==> config.mk <==
export PLATFORM = sky130hd
export DESIGN_NAME = sar_mono_reg
export DESIGN_NICKNAME = d
export VERILOG_FILES = /design/src/rtl/sar_mono_pkg.sv /design/src/rtl/sar_mono_qualify.sv /design/src/rtl/sar_mono_pointer.sv /design/src/rtl/sar_mono_bit.sv /design/src/rtl/sar_mono_reg.sv
export SDC_FILE = /design/constraint.sdc
export NUM_CORES = 1
export LEC_CHECK = 0
export ABC_CLOCK_PERIOD_IN_PS = 1260
export BUFFER_PORTS_ARGS = -buffer_cell sky130_fd_sc_hd__buf_2
export CORE_AREA = 4 4 71 73
export CTS_CLUSTER_SIZE = 20
export DETAILED_ROUTE_END_ITERATION = 10
export DIE_AREA = 0 0 75 77
export PLACE_DENSITY_LB_ADDON = 0.12
export SLEW_MARGIN = 40
export SYNTH_ARGS = -nofsm -noshare
export SYNTH_HDL_FRONTEND = slang
export SYNTH_HIERARCHICAL = 1
export SYNTH_SLANG_ARGS = --single-unit
export TNS_END_PERCENT = 20
==> constraint.sdc <==
create_clock -name clk -period 1.26 [get_ports clk]
set_input_delay 0.063 -clock clk [delete_from_list [all_inputs] [get_ports clk]]
set_output_delay 0.063 -clock clk [all_outputs]
set_load 0.05 [all_outputs]
==> src/rtl/sar_mono_pkg.sv <==
`timescale 1ns/1ps
package sar_mono_pkg;
   localparam int SAR_DEFAULT_BITS = 10;
   localparam int SAR_MAX_BITS     = 32;

   typedef enum logic {
      PH_SEARCH = 1'b0,
      PH_HOLD   = 1'b1
   } sar_phase_e;
endpackage

==> src/rtl/sar_mono_qualify.sv <==
`timescale 1ns/1ps
module sar_mono_qualify (
   input  logic clk,
   input  logic rst_n,
   input  logic sample,
   input  logic cmp_p,
   input  logic cmp_n,
   output logic step,
   output logic decision
);
   logic valid;
   logic valid_q;

   assign valid    = cmp_p ^ cmp_n;
   assign decision = cmp_p;
   assign step     = valid & ~valid_q & ~sample;

   always_ff @(posedge clk or negedge rst_n) begin
      if (!rst_n) valid_q <= 1'b0;
      else        valid_q <= valid;
   end

   // outputs that agree never qualify a decision
   a_r5_no_step_on_tie: assert property (@(posedge clk) disable iff (!rst_n)
      (cmp_p == cmp_n) |-> !step);
endmodule

==> src/rtl/sar_mono_pointer.sv <==
`timescale 1ns/1ps
module sar_mono_pointer
   import sar_mono_pkg::*;
#(
   parameter int NBITS = SAR_DEFAULT_BITS
) (
   input  logic             clk,
   input  logic             rst_n,
   input  logic             sample,
   input  logic             step,
   output logic [NBITS-1:0] ptr,
   output logic             go,
   output logic             eoc,
   output logic             done
);
   localparam logic [NBITS-1:0] PTR_START = {1'b1, {(NBITS-1){1'b0}}};

   sar_phase_e phase;

   assign go  = step & (phase == PH_SEARCH);
   assign eoc = (phase == PH_HOLD);

   always_ff @(posedge clk or negedge rst_n) begin
      if (!rst_n) begin
         ptr   <= PTR_START;
         phase <= PH_SEARCH;
         done  <= 1'b0;
      end else begin
         done <= 1'b0;
         if (sample) begin
            ptr   <= PTR_START;
            phase <= PH_SEARCH;
         end else if (go) begin
            if (ptr[0]) begin
               phase <= PH_HOLD;
               done  <= 1'b1;
            end else begin
               ptr <= ptr >> 1;
            end
         end
      end
   end

   // exactly one bit is ever under test
   a_r6_ptr_onehot: assert property (@(posedge clk) disable iff (!rst_n)
      $countones(ptr) == 1);
   // strobe only together with end of conversion
   a_r8_done_in_eoc: assert property (@(posedge clk) disable iff (!rst_n)
      done |-> eoc);
   a_r8_done_single: assert property (@(posedge clk) disable iff (!rst_n)
      done |=> !done);
   // sampling reopens the search from the top bit
   a_r2_sample_rearms: assert property (@(posedge clk) disable iff (!rst_n)
      sample |=> (!eoc && ptr[NBITS-1]));
endmodule

==> src/rtl/sar_mono_bit.sv <==
`timescale 1ns/1ps
module sar_mono_bit (
   input  logic clk,
   input  logic rst_n,
   input  logic sample,
   input  logic capture,
   input  logic decision,
   output logic line_p,
   output logic line_n
);
   always_ff @(posedge clk or negedge rst_n) begin
      if (!rst_n) begin
         line_p <= 1'b1;
         line_n <= 1'b1;
      end else if (sample) begin
         line_p <= 1'b1;
         line_n <= 1'b1;
      end else if (capture) begin
         line_p <= ~decision;
         line_n <= decision;
      end
   end

   // sampling returns both plates to the high rail
   a_r2_rail_high: assert property (@(posedge clk) disable iff (!rst_n)
      sample |=> (line_p && line_n));
   // never both plates grounded
   a_r6_not_both_low: assert property (@(posedge clk) disable iff (!rst_n)
      (line_p || line_n));
endmodule

==> src/rtl/sar_mono_reg.sv <==
`timescale 1ns/1ps
module sar_mono_reg
   import sar_mono_pkg::*;
#(
   parameter int NBITS = SAR_DEFAULT_BITS
) (
   input  logic             clk,
   input  logic             rst_n,
   input  logic             sample,
   input  logic             cmp_p,
   input  logic             cmp_n,
   output logic [NBITS-1:0] ctl_p,
   output logic [NBITS-1:0] ctl_n,
   output logic [NBITS-1:0] code,
   output logic             eoc,
   output logic             done
);
   localparam int LINES = 2 * NBITS;

   initial begin
      assert (NBITS >= 2 && NBITS <= SAR_MAX_BITS)
         else $error("sar_mono_reg: NBITS out of range");
   end

   logic             step;
   logic             decision;
   logic             go;
   logic [NBITS-1:0] ptr;

   sar_mono_qualify u_qual (
      .clk      (clk),
      .rst_n    (rst_n),
      .sample   (sample),
      .cmp_p    (cmp_p),
      .cmp_n    (cmp_n),
      .step     (step),
      .decision (decision)
   );

   sar_mono_pointer #(.NBITS(NBITS)) u_ptr (
      .clk    (clk),
      .rst_n  (rst_n),
      .sample (sample),
      .step   (step),
      .ptr    (ptr),
      .go     (go),
      .eoc    (eoc),
      .done   (done)
   );

   for (genvar i = 0; i < NBITS; i++) begin : g_bit
      sar_mono_bit u_bit (
         .clk      (clk),
         .rst_n    (rst_n),
         .sample   (sample),
         .capture  (go & ptr[i]),
         .decision (decision),
         .line_p   (ctl_p[i]),
         .line_n   (ctl_n[i])
      );
      assign code[i] = ~ctl_p[i];
   end

   logic [LINES-1:0] lines;
   assign lines = {ctl_p, ctl_n};

   // each qualified decision moves exactly one line
   a_r4_one_line: assert property (@(posedge clk) disable iff (!rst_n)
      (go && !sample) |=> ($countones(lines ^ $past(lines)) == 1));
   // outside of sampling, at most one line moves per cycle
   a_r4_at_most_one: assert property (@(posedge clk) disable iff (!rst_n)
      !sample |=> ($countones(lines ^ $past(lines)) <= 1));
   // the result is frozen after end of conversion
   a_r9_hold_after_eoc: assert property (@(posedge clk) disable iff (!rst_n)
      (eoc && !sample) |=> ($stable(lines) && eoc));
   // end of conversion comes with the strobe
   a_r8_rise_with_done: assert property (@(posedge clk) disable iff (!rst_n)
      $rose(eoc) |-> done);
endmodule

==> results.py <==
metrics = {
    "global_route": {
        "grt_overflow_total": 0,
        "grt_pass1_wl_um": 5390,
        "grt_most_used_layer": "met2",
        "antenna_found_initial": 0,
        "track_usage": 0.124,
        "use_met1": 0.152,
        "grt_pass1_vias": 1167,
        "met2_usage": 0.195,
        "use_met3": 0.0431,
        "grt_max_degree": 34,
    },
    "flow_run": {
        "max-cap-violations": 0,
    },
    "detailed_routing": {
        "drt_iter0_markers": 27,
        "route.detailed.drc": 0,
        "firstDrtPassIters": 4,
        "via_count": 1089,
        "wl_per_cell_um": 12.7,
        "totalWireLength_um": 3070,
        "via_per_inst": 4.52,
        "postRouteAntennaNets": 0,
    },
    "final_layout": {
        "diodes": 0,
        "fin_nets": 193,
        "area_growth_pct": 34.7,
        "fill_cells": 399,
        "final_layout_size_suffix_gt1_frac": 0.524,
        "stdcell_count": 241,
        "final_cell_area_mm2": 0.00204,
    },
    "critical_path": {
        "crit_type": "register to register",
        "arrival_ns": 1.59,
        "cp-end-kind": "register",
        "required_ns": 1.47,
        "path_max_fanout": 6,
        "setup.worst_path.start_class": "register",
    },
    "yosys": {
        "ys_ff_latch": 33,
        "netlist_area_mm2": 0.00152,
        "syn_avg_cell_area_um2": 11.2,
        "synthSimpleGateAreaFrac": 0.276,
        "ys_seq_area_frac": 0.562,
        "syn-instance-count": 135,
        "synth_top_family_by_area": "simple AND/OR/NAND/NOR gates",
        "synth_nets": 140,
        "yosysWarnings": 6,
        "synthAdderAreaFrac": 0,
        "yosysUniqueCellTypes": 20,
        "synth_xor_area_frac": 0.00578,
        "muxShareOfSynthArea": 0.0528,
        "synth_compound_area_frac": 0.0611,
    },
    "power": {
        "p_int_uw": 1660,
        "p_per_area_mw_per_mm2": 1050,
        "p_switching_uw": 493,
        "combPwrFrac": 0.087,
        "sw_frac_of_total": 0.229,
        "vdd_drop_max_mv": 0.626,
        "seqPwrFrac": 0.506,
        "pwr-share-clk": 0.407,
        "cellLeakagePower_uw": 0.000993,
    },
    "cts": {
        "numCtsBuffers": 5,
        "cts_tree": "done",
        "clk_path_buf_depth": 2,
        "htree_levels": 2,
        "ctsRootBufferMaster": "clkbuf_8",
        "clkTransAtPathRegs_ns": 0.07,
        "clkLatencyLatePin_ns": 0.28,
        "cts_sinks": 33,
    },
    "placement": {
        "dp_hpwl_um": 2130,
        "placed_area_mm2": 0.00182,
        "routabilityCongestion": 0.763,
        "dp.cells": 229,
        "port_buffers": 36,
    },
    "floorplan": {
        "die-area_mm2": 0.00578,
        "fp.dieW_um": 75,
        "num_rows": 24,
        "fp.dieH_um": 77,
        "start_util": 0.348,
        "core_mm2": 0.00435,
        "ios": 37,
    },
    "worst_hold_path": {
        "worstHoldPathType": "primary input to async pin",
    },
    "outcome": {
        "status": "finished with violations",
        "violations": "negative setup slack",
    },
    "timing": {
        "setup_viol": 29,
        "fmax_ghz": 0.727,
        "fin_ws_ns": -0.115,
        "tightest_slew_ns": 0.370,
        "rsz0062_at_grt": "yes",
        "max_slew_margin": 0.753,
        "post-route-min-period_ns": 1.38,
        "fin_setup_tns_ns": -2.53,
        "skew_ns": 0.00420,
        "drv_slew": 0,
        "final.period_utilization": 1.09,
        "hold_viol": 0,
    },
}
[layout make-up]
class	instances	area [µm²]	share of cell area
clock buffer	7	96.3	0.0472
clock inverter	1	5.00	0.00245
inverter	11	41.3	0.0202
multi-input combinational	88	673	0.330
sequential	33	853	0.418
tap	52	65.1	0.0319
timing repair buffer	49	307	0.150
[metal layers]
| metal | share of wire | up-vias |
|---|---|---|
| li1 | - | 539 |
| met1 | 0.42 | 520 |
| met2 | 0.51 | 25 |
| met3 | 0.050 | 5 |
| met4 | 0.019 | 0 |
| met5 | 0 | - |
[metrics by stage]
stage / worst slack, ns / util / hold slack [ns] / total power (µW)
2_1_floorplan: -0.0642 / - / -0.233 / 1190
3_3_place_gp: -0.162 / 0.418 / -0.00302 / 1270
3_5_place_dp: -0.196 / 0.418 / 0.00807 / 1270
4_1_cts: -0.128 / 0.458 / 0.222 / 2200
5_1_grt: -0.210 / 0.469 / 0.247 / 2280
6_report: -0.115 / 0.469 / 0.232 / 2150
[cell families (layout without fill, tap and decap cells)]
logic type / Yosys count / after routing
xor gates and xnor gates: 1 / 1
AOI/OAI and AO/OA: 13 / 13
muxes: 8 / 8
DFF: 33 / 33
and+or+nand+nor: 66 / 66
buffers and inverters: 14 / 68
[cells in the final DEF, fill, tap and decap left out]
| cell | synthesis | final |
|---|---|---|
| nand2_2 | 0 | 5 |
| dfrtp_1 | 12 | 11 |
| nand2b_4 | 0 | 3 |
| dlygate4sd3_1 | 0 | 2 |
| mux2i_1 | 8 | 8 |
| nor3b_4 | 0 | 1 |
| a21o_1 | 11 | 11 |
| and2_4 | 0 | 10 |
| nand2b_1 | 19 | 16 |
| nor3b_1 | 1 | 1 |
| clkinv_2 | 0 | 1 |
| buf_12 | 0 | 1 |
| a21oi_1 | 2 | 2 |
| nand2_1 | 10 | 5 |
| clkbuf_8 | 0 | 7 |
| or2_1 | 10 | 10 |
| buf_4 | 1 | 7 |
| buf_6 | 1 | 3 |
| buf_2 | 0 | 36 |
| nor2b_4 | 0 | 1 |
| nand3b_1 | 11 | 11 |
| nor3b_2 | 2 | 1 |
| dfstp_2 | 21 | 21 |
| xor2_1 | 1 | 1 |
| nor2_1 | 1 | 1 |
| dfrtp_2 | 0 | 1 |
| or3b_4 | 0 | 1 |
| inv_1 | 11 | 11 |
[power groups by stage]
stage	clock, µW	sequential [µW]	combinational [µW]
2_1_floorplan	0	1120	71.0
3_3_place_gp	0	1110	162
3_5_place_dp	0	1100	164
4_1_cts	926	1090	185
5_1_grt	980	1090	205
6_report	875	1090	188
[cell usage after synthesis, drive strengths merged]
master	instances	area [µm²]
a21o	11	82.6
a21oi	2	10.0
and2	10	62.6
buf	2	18.8
clkbuf	1	3.75
dfrtp	12	300
dfstp	21	552
inv	11	41.3
mux2i	8	80.1
nand2	10	37.5
nand2b	19	119
nand3b	11	82.6
nor2	1	3.75
nor2b	1	8.76
nor3b	3	32.5
or2	10	62.6
or3b	1	8.76
xor2	1	8.76
[critical path, cell delays in order (launching register included)]
cell and delay, ns:
dfrtp_1 0.39, nor3b_2 0.23, nor2b_4 0.21, buf_6 0.13, and2_4 0.14, nand2_1 0.06
a21o_1 0.16
[sequential cells by signal (all words and copies together) (netlist names)]
name / flops
g_bit.u_bit/line_n: 10
g_bit.u_bit/line_p: 10
u_ptr/ptr: 10
u_ptr/done: 1
u_ptr/eoc: 1
u_qual/valid_q: 1
[what timing repair did]
action,4_1_cts,5_1_grt
resized for setup,16,8
pin swaps,4,4
setup endpoints to repair,27,30
hold buffers,2,0
buffers inserted,1,1
endpoints found under the hold margin,16,0
[worst paths after layout]
path                                               to             startpoint  cells after the start  slack (ns)
worst min register to register  g_bit[8].u_bit/line_n  g_bit[8].u_bit/line_n                      2        0.50
worst max register to register  g_bit[5].u_bit/line_p         u_qual/valid_q                      6       -0.12
worst min-delay path                     u_ptr/ptr[4]                  rst_n                      2        0.23
max in group asynchronous       g_bit[1].u_bit/line_n                  rst_n                      3        0.53
min in group clk                g_bit[7].u_bit/line_n                  cmp_p                      4        0.24
worst max-delay path            g_bit[5].u_bit/line_p         u_qual/valid_q                      6       -0.12
No activity file was read; power rests on OpenSTA's default activity.
